==> src/rtl/fsu_pkg.sv <==
// Package: shared constants and helpers for the fetch redirect unit.
// Assumes: pipeline registers are numbered from the fetch side outward.
package fsu_pkg;

    localparam int unsigned FSU_PC_W   = 32;
    localparam int unsigned FSU_OFF_W  = 16;
    localparam int unsigned FSU_QDEPTH = 4;
    localparam int unsigned FSU_CTRL_W = 8;

    // Index of each squashable pipeline register in the flush vector.
    typedef enum int unsigned {
        STG_IFID  = 0,
        STG_IDEX  = 1,
        STG_EXMEM = 2
    } fsu_stage_e;

    // Number of wrong-path registers for a given resolve point.
    function automatic int unsigned fsu_squash_depth(input bit late);
        return late ? 3 : 1;
    endfunction

endpackage

==> src/rtl/fsu_guess.sv <==
// Module: fsu_guess
// Computes the sequential address, the branch target and the static
// direction guess for the word in fetch. Purely combinational.
// Assumes: the offset counts words, so it is shifted left by two, and
// PC_W > OFF_W + 2.
module fsu_guess #(
    parameter int unsigned PC_W  = 32,
    parameter int unsigned OFF_W = 16
) (
    input  logic             mode_dir,
    input  logic             is_br,
    input  logic [PC_W-1:0]  pc,
    input  logic [OFF_W-1:0] off,
    output logic [PC_W-1:0]  seq_pc,
    output logic [PC_W-1:0]  tgt_pc,
    output logic             guess_taken
);

    localparam int unsigned EXT_W = PC_W - OFF_W - 2;

    logic [PC_W-1:0] off_bytes;
    logic            backward;

    // Sign-extend the word offset and turn it into a byte offset.
    always_comb begin
        off_bytes = {{EXT_W{off[OFF_W-1]}}, off, 2'b00};
    end

    // Fall-through and taken-path addresses.
    always_comb begin
        seq_pc = pc + PC_W'(4);
        tgt_pc = seq_pc + off_bytes;
    end

    // Direction rule: only backward branches, and only in direction mode.
    always_comb begin
        backward    = off[OFF_W-1];
        guess_taken = is_br & mode_dir & backward;
    end

endmodule

==> src/rtl/fsu_queue.sv <==
// Module: fsu_queue
// In-order record of unresolved guesses. Push at the tail, pop at the
// head, and a clear that empties it in one cycle.
// Assumes: the caller never pops when empty and never pushes when full
// without popping in the same cycle. Clear wins over push and pop.
module fsu_queue #(
    parameter int unsigned W     = 33,
    parameter int unsigned DEPTH = 4
) (
    input  logic         clk,
    input  logic         rst_n,
    input  logic         clear,
    input  logic         push,
    input  logic         pop,
    input  logic [W-1:0] din,
    output logic [W-1:0] dout,
    output logic         empty,
    output logic         full
);

    localparam int unsigned AW = (DEPTH > 1) ? $clog2(DEPTH) : 1;
    localparam int unsigned CW = $clog2(DEPTH + 1);

    logic [W-1:0]  mem [DEPTH];
    logic [AW-1:0] rd_ptr;
    logic [AW-1:0] wr_ptr;
    logic [CW-1:0] cnt;

    // Wrap a pointer at the configured depth, which need not be a power of two.
    function automatic logic [AW-1:0] bump(input logic [AW-1:0] p);
        return (p == AW'(DEPTH - 1)) ? '0 : p + AW'(1);
    endfunction

    // Storage write on push. Entries need no reset.
    always_ff @(posedge clk) begin
        if (push && !clear) begin
            mem[wr_ptr] <= din;
        end
    end

    // Pointer and occupancy update, with a synchronous reset and clear.
    always_ff @(posedge clk) begin
        if (!rst_n || clear) begin
            rd_ptr <= '0;
            wr_ptr <= '0;
            cnt    <= '0;
        end else begin
            if (push) begin
                wr_ptr <= bump(wr_ptr);
            end
            if (pop) begin
                rd_ptr <= bump(rd_ptr);
            end
            case ({push, pop})
                2'b10:   cnt <= cnt + CW'(1);
                2'b01:   cnt <= cnt - CW'(1);
                default: cnt <= cnt;
            endcase
        end
    end

    // Head data and occupancy flags.
    always_comb begin
        dout  = mem[rd_ptr];
        empty = (cnt == '0);
        full  = (cnt == CW'(DEPTH));
    end

endmodule

==> src/rtl/fsu_squash.sv <==
// Module: fsu_squash
// Turns a kill request into per-register flush bits and zeroes the
// control field of each flushed register.
// Assumes: every wrong-path register sits between fetch and the resolve
// point, so all NSQ of them are flushed together.
module fsu_squash #(
    parameter int unsigned NSQ    = 3,
    parameter int unsigned CTRL_W = 8
) (
    input  logic                  kill,
    input  logic [NSQ*CTRL_W-1:0] ctrl_i,
    output logic [NSQ-1:0]        flush_vec,
    output logic [NSQ*CTRL_W-1:0] ctrl_o
);

    for (genvar g = 0; g < NSQ; g++) begin : g_stage
        // One register slot: raise its flush bit and zero its control field.
        always_comb begin
            flush_vec[g]                 = kill;
            ctrl_o[g*CTRL_W +: CTRL_W]   = kill ? '0 : ctrl_i[g*CTRL_W +: CTRL_W];
        end
    end

endmodule

==> src/rtl/fetch_redirect_unit.sv <==
// Module: fetch_redirect_unit (top)
// Selects the next fetch address from PC+4, a statically guessed branch
// target, or a redirect after a wrong guess. Produces the flush and
// control-squash outputs for the wrong-path registers.
// Assumes: outcomes arrive oldest first, at most QDEPTH branches are in
// flight, and res_target is the branch's computed target.
module fetch_redirect_unit
    import fsu_pkg::*;
#(
    parameter int unsigned PC_W         = FSU_PC_W,
    parameter int unsigned OFF_W        = FSU_OFF_W,
    parameter int unsigned QDEPTH       = FSU_QDEPTH,
    parameter int unsigned CTRL_W       = FSU_CTRL_W,
    parameter bit          RESOLVE_LATE = 1'b1,
    localparam int unsigned NSQ         = fsu_squash_depth(RESOLVE_LATE)
) (
    input  logic                  clk,
    input  logic                  rst_n,
    input  logic                  mode_dir,
    input  logic                  fetch_valid,
    input  logic [PC_W-1:0]       fetch_pc,
    input  logic                  fetch_is_br,
    input  logic [OFF_W-1:0]      fetch_off,
    input  logic                  res_valid,
    input  logic                  res_taken,
    input  logic [PC_W-1:0]       res_target,
    input  logic [NSQ*CTRL_W-1:0] stage_ctrl_i,
    output logic [PC_W-1:0]       next_pc,
    output logic                  pred_taken,
    output logic                  mispredict,
    output logic [NSQ-1:0]        flush_vec,
    output logic [NSQ*CTRL_W-1:0] stage_ctrl_o
);

    localparam int unsigned REC_W = 1 + PC_W;

    logic [PC_W-1:0]  seq_pc;
    logic [PC_W-1:0]  tgt_pc;
    logic             guess;
    logic [REC_W-1:0] rec_in;
    logic [REC_W-1:0] rec_head;
    logic             head_taken;
    logic [PC_W-1:0]  head_fall;
    logic             q_empty;
    logic             q_full;
    logic             q_push;
    logic             q_pop;
    logic             resolve_hit;
    logic [PC_W-1:0]  redirect_pc;

    fsu_guess #(
        .PC_W  (PC_W),
        .OFF_W (OFF_W)
    ) u_guess (
        .mode_dir    (mode_dir),
        .is_br       (fetch_is_br),
        .pc          (fetch_pc),
        .off         (fetch_off),
        .seq_pc      (seq_pc),
        .tgt_pc      (tgt_pc),
        .guess_taken (guess)
    );

    // Pack the record: the guess and the branch's fall-through address.
    always_comb begin
        rec_in     = {guess, seq_pc};
        head_taken = rec_head[REC_W-1];
        head_fall  = rec_head[PC_W-1:0];
    end

    // Compare the reported outcome against the oldest recorded guess.
    always_comb begin
        resolve_hit = res_valid & ~q_empty;
        mispredict  = resolve_hit & (res_taken != head_taken);
        redirect_pc = res_taken ? res_target : head_fall;
    end

    // Queue control: a wrong guess drops the fetch and discards younger records.
    always_comb begin
        q_push = fetch_valid & fetch_is_br & ~mispredict;
        q_pop  = resolve_hit & ~mispredict;
    end

    fsu_queue #(
        .W     (REC_W),
        .DEPTH (QDEPTH)
    ) u_queue (
        .clk   (clk),
        .rst_n (rst_n),
        .clear (mispredict),
        .push  (q_push),
        .pop   (q_pop),
        .din   (rec_in),
        .dout  (rec_head),
        .empty (q_empty),
        .full  (q_full)
    );

    // Next-address priority: redirect first, then a taken guess, then PC+4.
    always_comb begin
        pred_taken = fetch_valid & guess;
        if (mispredict) begin
            next_pc = redirect_pc;
        end else if (pred_taken) begin
            next_pc = tgt_pc;
        end else begin
            next_pc = seq_pc;
        end
    end

    fsu_squash #(
        .NSQ    (NSQ),
        .CTRL_W (CTRL_W)
    ) u_squash (
        .kill      (mispredict),
        .ctrl_i    (stage_ctrl_i),
        .flush_vec (flush_vec),
        .ctrl_o    (stage_ctrl_o)
    );

endmodule

==> config.mk <==
export PLATFORM = sky130hd
export DESIGN_NAME = fetch_redirect_unit
export DESIGN_NICKNAME = d
export VERILOG_FILES = /design/src/rtl/fsu_pkg.sv /design/src/rtl/fsu_guess.sv /design/src/rtl/fsu_queue.sv /design/src/rtl/fsu_squash.sv /design/src/rtl/fetch_redirect_unit.sv
export SDC_FILE = /design/constraint.sdc
export NUM_CORES = 1
export LEC_CHECK = 0
export ABC_CLOCK_PERIOD_IN_PS = 7000
export BUFFER_PORTS_ARGS = -buffer_cell sky130_fd_sc_hd__buf_2
export CAP_MARGIN = 20
export CELL_PAD_IN_SITES_DETAIL_PLACEMENT = 1
export CELL_PAD_IN_SITES_GLOBAL_PLACEMENT = 1
export CORE_UTILIZATION = 47
export CTS_BUF_LIST = sky130_fd_sc_hd__clkbuf_2
export DETAILED_ROUTE_END_ITERATION = 6
export PLACE_DENSITY_LB_ADDON = 0.1
export SYNTH_ARGS = -nofsm -noshare
export SYNTH_HDL_FRONTEND = slang
export SYNTH_HIERARCHICAL = 1
export SYNTH_SLANG_ARGS = --single-unit
==> constraint.sdc <==
create_clock -name clk -period 7 [get_ports clk]
set_input_delay 1.4 -clock clk [delete_from_list [all_inputs] [get_ports clk]]
set_output_delay 1.4 -clock clk [all_outputs]
set_load 0.01 [all_outputs]
* Word-level counts from Yosys, hierarchy flattened
Memory sizes are Yosys's and may differ from the RTL's. A register that Yosys moved wholly into a read port is not among the register bits.
Cells that the tools add are included.
** Storage, ports and cells
- Bits in registers :: 7
- Bits in writable memories :: 132
- Bits of input ports :: 111
- Output and inout port bits :: 61
- Logic and storage cells :: 44
- Memories kept :: 1
** Memories
- u_queue.mem :: depth 4, bits a word 33, rd ports 1, clocked after memory_dff 1, wr ports 1, RTL line fsu_queue.sv:24 : logic [W-1:0] mem [DEPTH];
** Operators by class
- Add/subtract/negate cells :: 6
- Equal/unequal tests :: 5
- Mux-type cells :: 13
- Bitwise logic cells :: 10
- Reduce and logical (&&, ||, !) cells :: 6
** Operators with widths (number)
- 2-to-1 mux 32 bit :: 3
- adder 32 x 3 -> 32 bit, second input constant :: 1
- adder 32 bit :: 1
- 2-to-1 mux 8 bit :: 3
- AND 1 bit :: 8
- 2-to-1 mux 2 bit :: 4
- equality test 2 bit, second input constant :: 3
- case mux 3 bit (2 select lines) :: 1
- adder 2 x 1 -> 2 bit, second input constant :: 2
- adder 3 x 1 -> 3 bit, second input constant :: 1
- zero test 3 bit :: 1
- subtractor 3 x 1 -> 3 bit, second input constant :: 1
- equality test 2 x 1 -> 1 bit, second input constant :: 1
- zero test 1 bit :: 2
- 2-to-1 mux 1 bit :: 2
- NOT 1 bit :: 2
- nonzero test 2 bit :: 1
- logical AND 1 bit :: 1
- logical OR 1 bit :: 1
- inequality test 1 bit :: 1

* Longest topological paths before layout
- Depth after elaboration :: 9
- Mapped depth :: 17
- Depth with buffers taken out :: 15

* Cells and area by module
The synthesis kept the hierarchy.
** Modules (own cells, without submodules)
- fsu_queue :: times used 1, cells each 222, area each 5263.8 um2, sequential area each 4144.0 um2
- fsu_guess :: times used 1, cells each 293, area each 2092.0 um2, sequential area each 0.0 um2
- fetch_redirect_unit :: times used 1, cells each 114, area each 1113.6 um2, sequential area each 0.0 um2
- fsu_squash :: times used 1, cells each 29, area each 235.2 um2, sequential area each 0.0 um2

* Worst setup path after synthesis
OpenSTA, ideal clock, no wires.
- Path kind :: input port to output port
- Start point :: in fetch_pc[4]
- End point :: out next_pc[29]
- Arrival :: 4578 ps
- Data required time :: 5600 ps
- Path slack :: 1022 ps
- Stages :: 16
- Path buffers :: 2
- Path through :: and3_1 -> and4bb_2 -> and2_1 -> clkbuf_1 -> nand3_1 -> xnor2_1 -> ha_1 -> clkbuf_1 -> nand4_1 -> nor4b_1 -> nor2b_1 -> a221oi_1 -> a311oi_1 -> xor2_1 -> mux2i_1 -> mux2i_1
** Between the ends
- Word-level cells in the longest chain between the ends :: 4
** Ends and longest elaborated chain
- start: declaration :: RTL line fetch_redirect_unit.sv:21 : input logic [PC_W-1:0] fetch_pc,
- adder 32 x 3 -> 32 bit :: RTL line fsu_guess.sv:31 : seq_pc = pc + PC_W'(4);
- named net seq_pc[21] :: RTL line fetch_redirect_unit.sv:37 : logic [PC_W-1:0] seq_pc;
- adder 32 bit :: RTL line fsu_guess.sv:32 : tgt_pc = seq_pc + off_bytes;
- named net tgt_pc[29] :: RTL line fetch_redirect_unit.sv:38 : logic [PC_W-1:0] tgt_pc;
- 2-to-1 mux 32 bit :: RTL line fetch_redirect_unit.sv:104 : end else if (pred_taken) begin
- 2-to-1 mux 32 bit :: RTL line fetch_redirect_unit.sv:102 : if (mispredict) begin
- end: declaration :: RTL line fetch_redirect_unit.sv:28 : output logic [PC_W-1:0] next_pc,
The timed path passes the listed nets, and every way through them passes these cells.

* Worst setup path after layout
- Start point :: in fetch_pc[4]
- End point :: out next_pc[28]
The elaborated chain is that of the path after synthesis.

==> results by group <==
Timing
  – Slew @ Worst Pin: 1.01 ns
  – Max Clock Freq: 147 MHz
  – Setup repair after global routing missed its margin: no
  – Fin. Hold Viols: 0
  – Clock Skews: 0.0406 ns
  – Tcrit/Tclk final: between 90% and 100%
  – Setup tns final: 0 ns
  – Headroom to the max-slew limit: 32.9%
  – Final Critical Period: 6.82 ns
  – Final setup fails: 0
  – Max Slew Vio Count: 0
  – Fin worst setup slack: approximately 0.18 ns

Worst setup path
  – CP peak stage delay: 0.52 ns
  – CP endpoint kind: primary output
  – Critical Path AT: 5.42 ns
  – Slowest stage cell, crit path: xor2_1
  – Worst setup SP type: primary input
  – CP cell instances: buf_2 -> and3_1 -> nor2b_1 -> and3_1 -> xor2_1 -> ha_1 -> a211oi_1 -> o221ai_2 -> a41o_1 -> a211o_2 -> a221oi_2 -> xnor2_1 -> mux2i_1 -> mux2i_1 -> buf_2
  – Critical Path Start: fetch_pc[4]
  – Critical path type: in2out
  – Crit path max-delay family: compound AO/OA/AOI/OAI gates
  – CP required: between 5 and 6 ns
  – Setup slack, reg-to-reg: about 3.2 ns
  – Buf/Inv on CP: 2
  – CP Max Fanout: 6

CTS
  – TritonCTS clock tree: built
  – CTS Root Cell: clkbuf_2
  – Clk slew on worst S/H paths: 0.21 ns
  – Setup Fix Bufs, Post-CTS: 0
  – Clock tree buffer depth: 2
  – H-tree depth: 4
  – Num Clock Sinks: approximately 140
  – CTS Buf Count: 17
  – Clk_lat worst skew: 0.73 ns

Floorplan
  – Die Wd: 138 microns
  – Initial Utilization: roughly half
  – FP Rows: ~50
  – IO Pins: around 170
  – Die Ht: 138 microns
  – Total die area: between 15000 and 20000 sq um
  – Core ar.: roughly 18000 sq um

Routing
  – Final wirelength: 24.3 mm
  – Vias: around 6000
  – Post-route DRC: 0
  – First drt pass iteration count: 5
  – DRT antenna net count: 0
  – DRT iter0 DRCs: 390
  – WL per Instance: roughly 23 microns
  – Via density: between 5 and 6

Place
  – Post-place setup slack: approximately 0.32 ns
  – Port Buffers: 171
  – Post-DP HPWL: around 18 mm
  – GPL Wtd Cong: 0.912

Cells and area
  – P&R area growth vs syn: 14.1%
  – Fillers: around 1900
  – Nets: 983
  – Commonest cells after routing, fill and taps aside: buf_2, edfxtp_1, mux2i_1
  – Layout cells sized above 1: 33.2%
  – Most common cell after layout, fill and taps aside: buf_2

Synth
  – Syn Nets: 809
  – Mapped Area: 8700 sq um
  – Cell count after synthesis: about 660
  – Syn_area_per_cell: 13.2 sq um
  – YS warnings: 6

GRT
  – Initial antenna violation count: 2
  – Number of global-route vias before repair: 6660
  – First-pass GRT wire length: between 30 and 40 mm
  – Congestion Overflow GR: 0
  – Largest net degree at the start of global routing: 36
  – Global Route Usage Sum: 26.2%

Worst hold path
  – Hold Startpoint: u_queue/cnt[2]$_SDFFE_PP0P_
  – Hold crit path type: reg2reg

Pwr
  – Worst VDD drop: 0.107 mV
  – Leak: 4.08 nW
  – PD cells: around 190 nW/um^2

Status
  – Status: complete, no violations

Run
  – Maxcap violations: 0
## worst register-to-register path, cell delays in order, from the launching register on
cell	delay, ns
dfxtp_2	0.38
mux4_1	0.58
xor2_1	0.18
and3b_4	0.38
nor2_1	0.31
inv_1	0.14
nor2_1	0.20
and2_1	0.83
buf_4	0.47
## path summary, 6_finish.rpt
kind | to | cells after the start
max reg2reg | u_queue/mem[0][20]$_DFFE_PP_ | 8
min reg2reg | u_queue/cnt[2]$_SDFFE_PP0P_ | 2
max | next_pc[28] | 15
min | u_queue/cnt[2]$_SDFFE_PP0P_ | 2
## report_power, final
group | internal (mW) | leakage [nW] | switching, mW
Combinational | 0.223 | 2.67 | 0.289
Sequential | 0.953 | 1.27 | 0.00959
Clock | 0.131 | 0.138 | 0.310
## state kept, by name, indices dropped and copies added, names as in the netlist, named ones only
name	flops
u_queue/mem	132
u_queue/cnt	3
u_queue/wr_ptr	2
u_queue/rd_ptr	2
## layout make-up
class	count	area, sq um	share of cell area [%]
antenna	2	5.00	0.0504
clock buffer	18	90.1	0.908
clock inverter	14	118	1.19
inverter	16	60.1	0.605
multi-input combinational	463	4210	42.4
sequential	141	4150	41.8
tap	229	287	2.89
timing repair buffer	192	1010	10.2
## through the flow
step	hold slack (ns)	instance area [sq um]	utilization, %	power (mW)	cells
final	0.521	9920	55.1	1.91	1075
after global routing	0.581	9920	55.1	2.00	1075
after CTS	0.518	9900	54.9	1.93	1073
after detailed placement	0.491	9690	53.8	1.49	1041
after global placement	0.472	9690	53.8	1.47	1041
after floorplan	0.458	8700	-	1.33	657
## layer usage
metal  track usage (%)  wire [microns]  vias up
li1                  -               -     2865
met1              32.9           10500     3132
met2              45.9           12600      160
met3              5.23            1020       20
met4              6.82             284        0
met5                 0               0        -
## what timing repair did
action | 4_1_cts | 5_1_grt
hold buffers | 0 | 0
endpoints found under the hold margin | 0 | 0
endpoints found under the setup margin | 0 | 2
gates resized for setup | 0 | 3
Power figures use the tool's default switching activity.
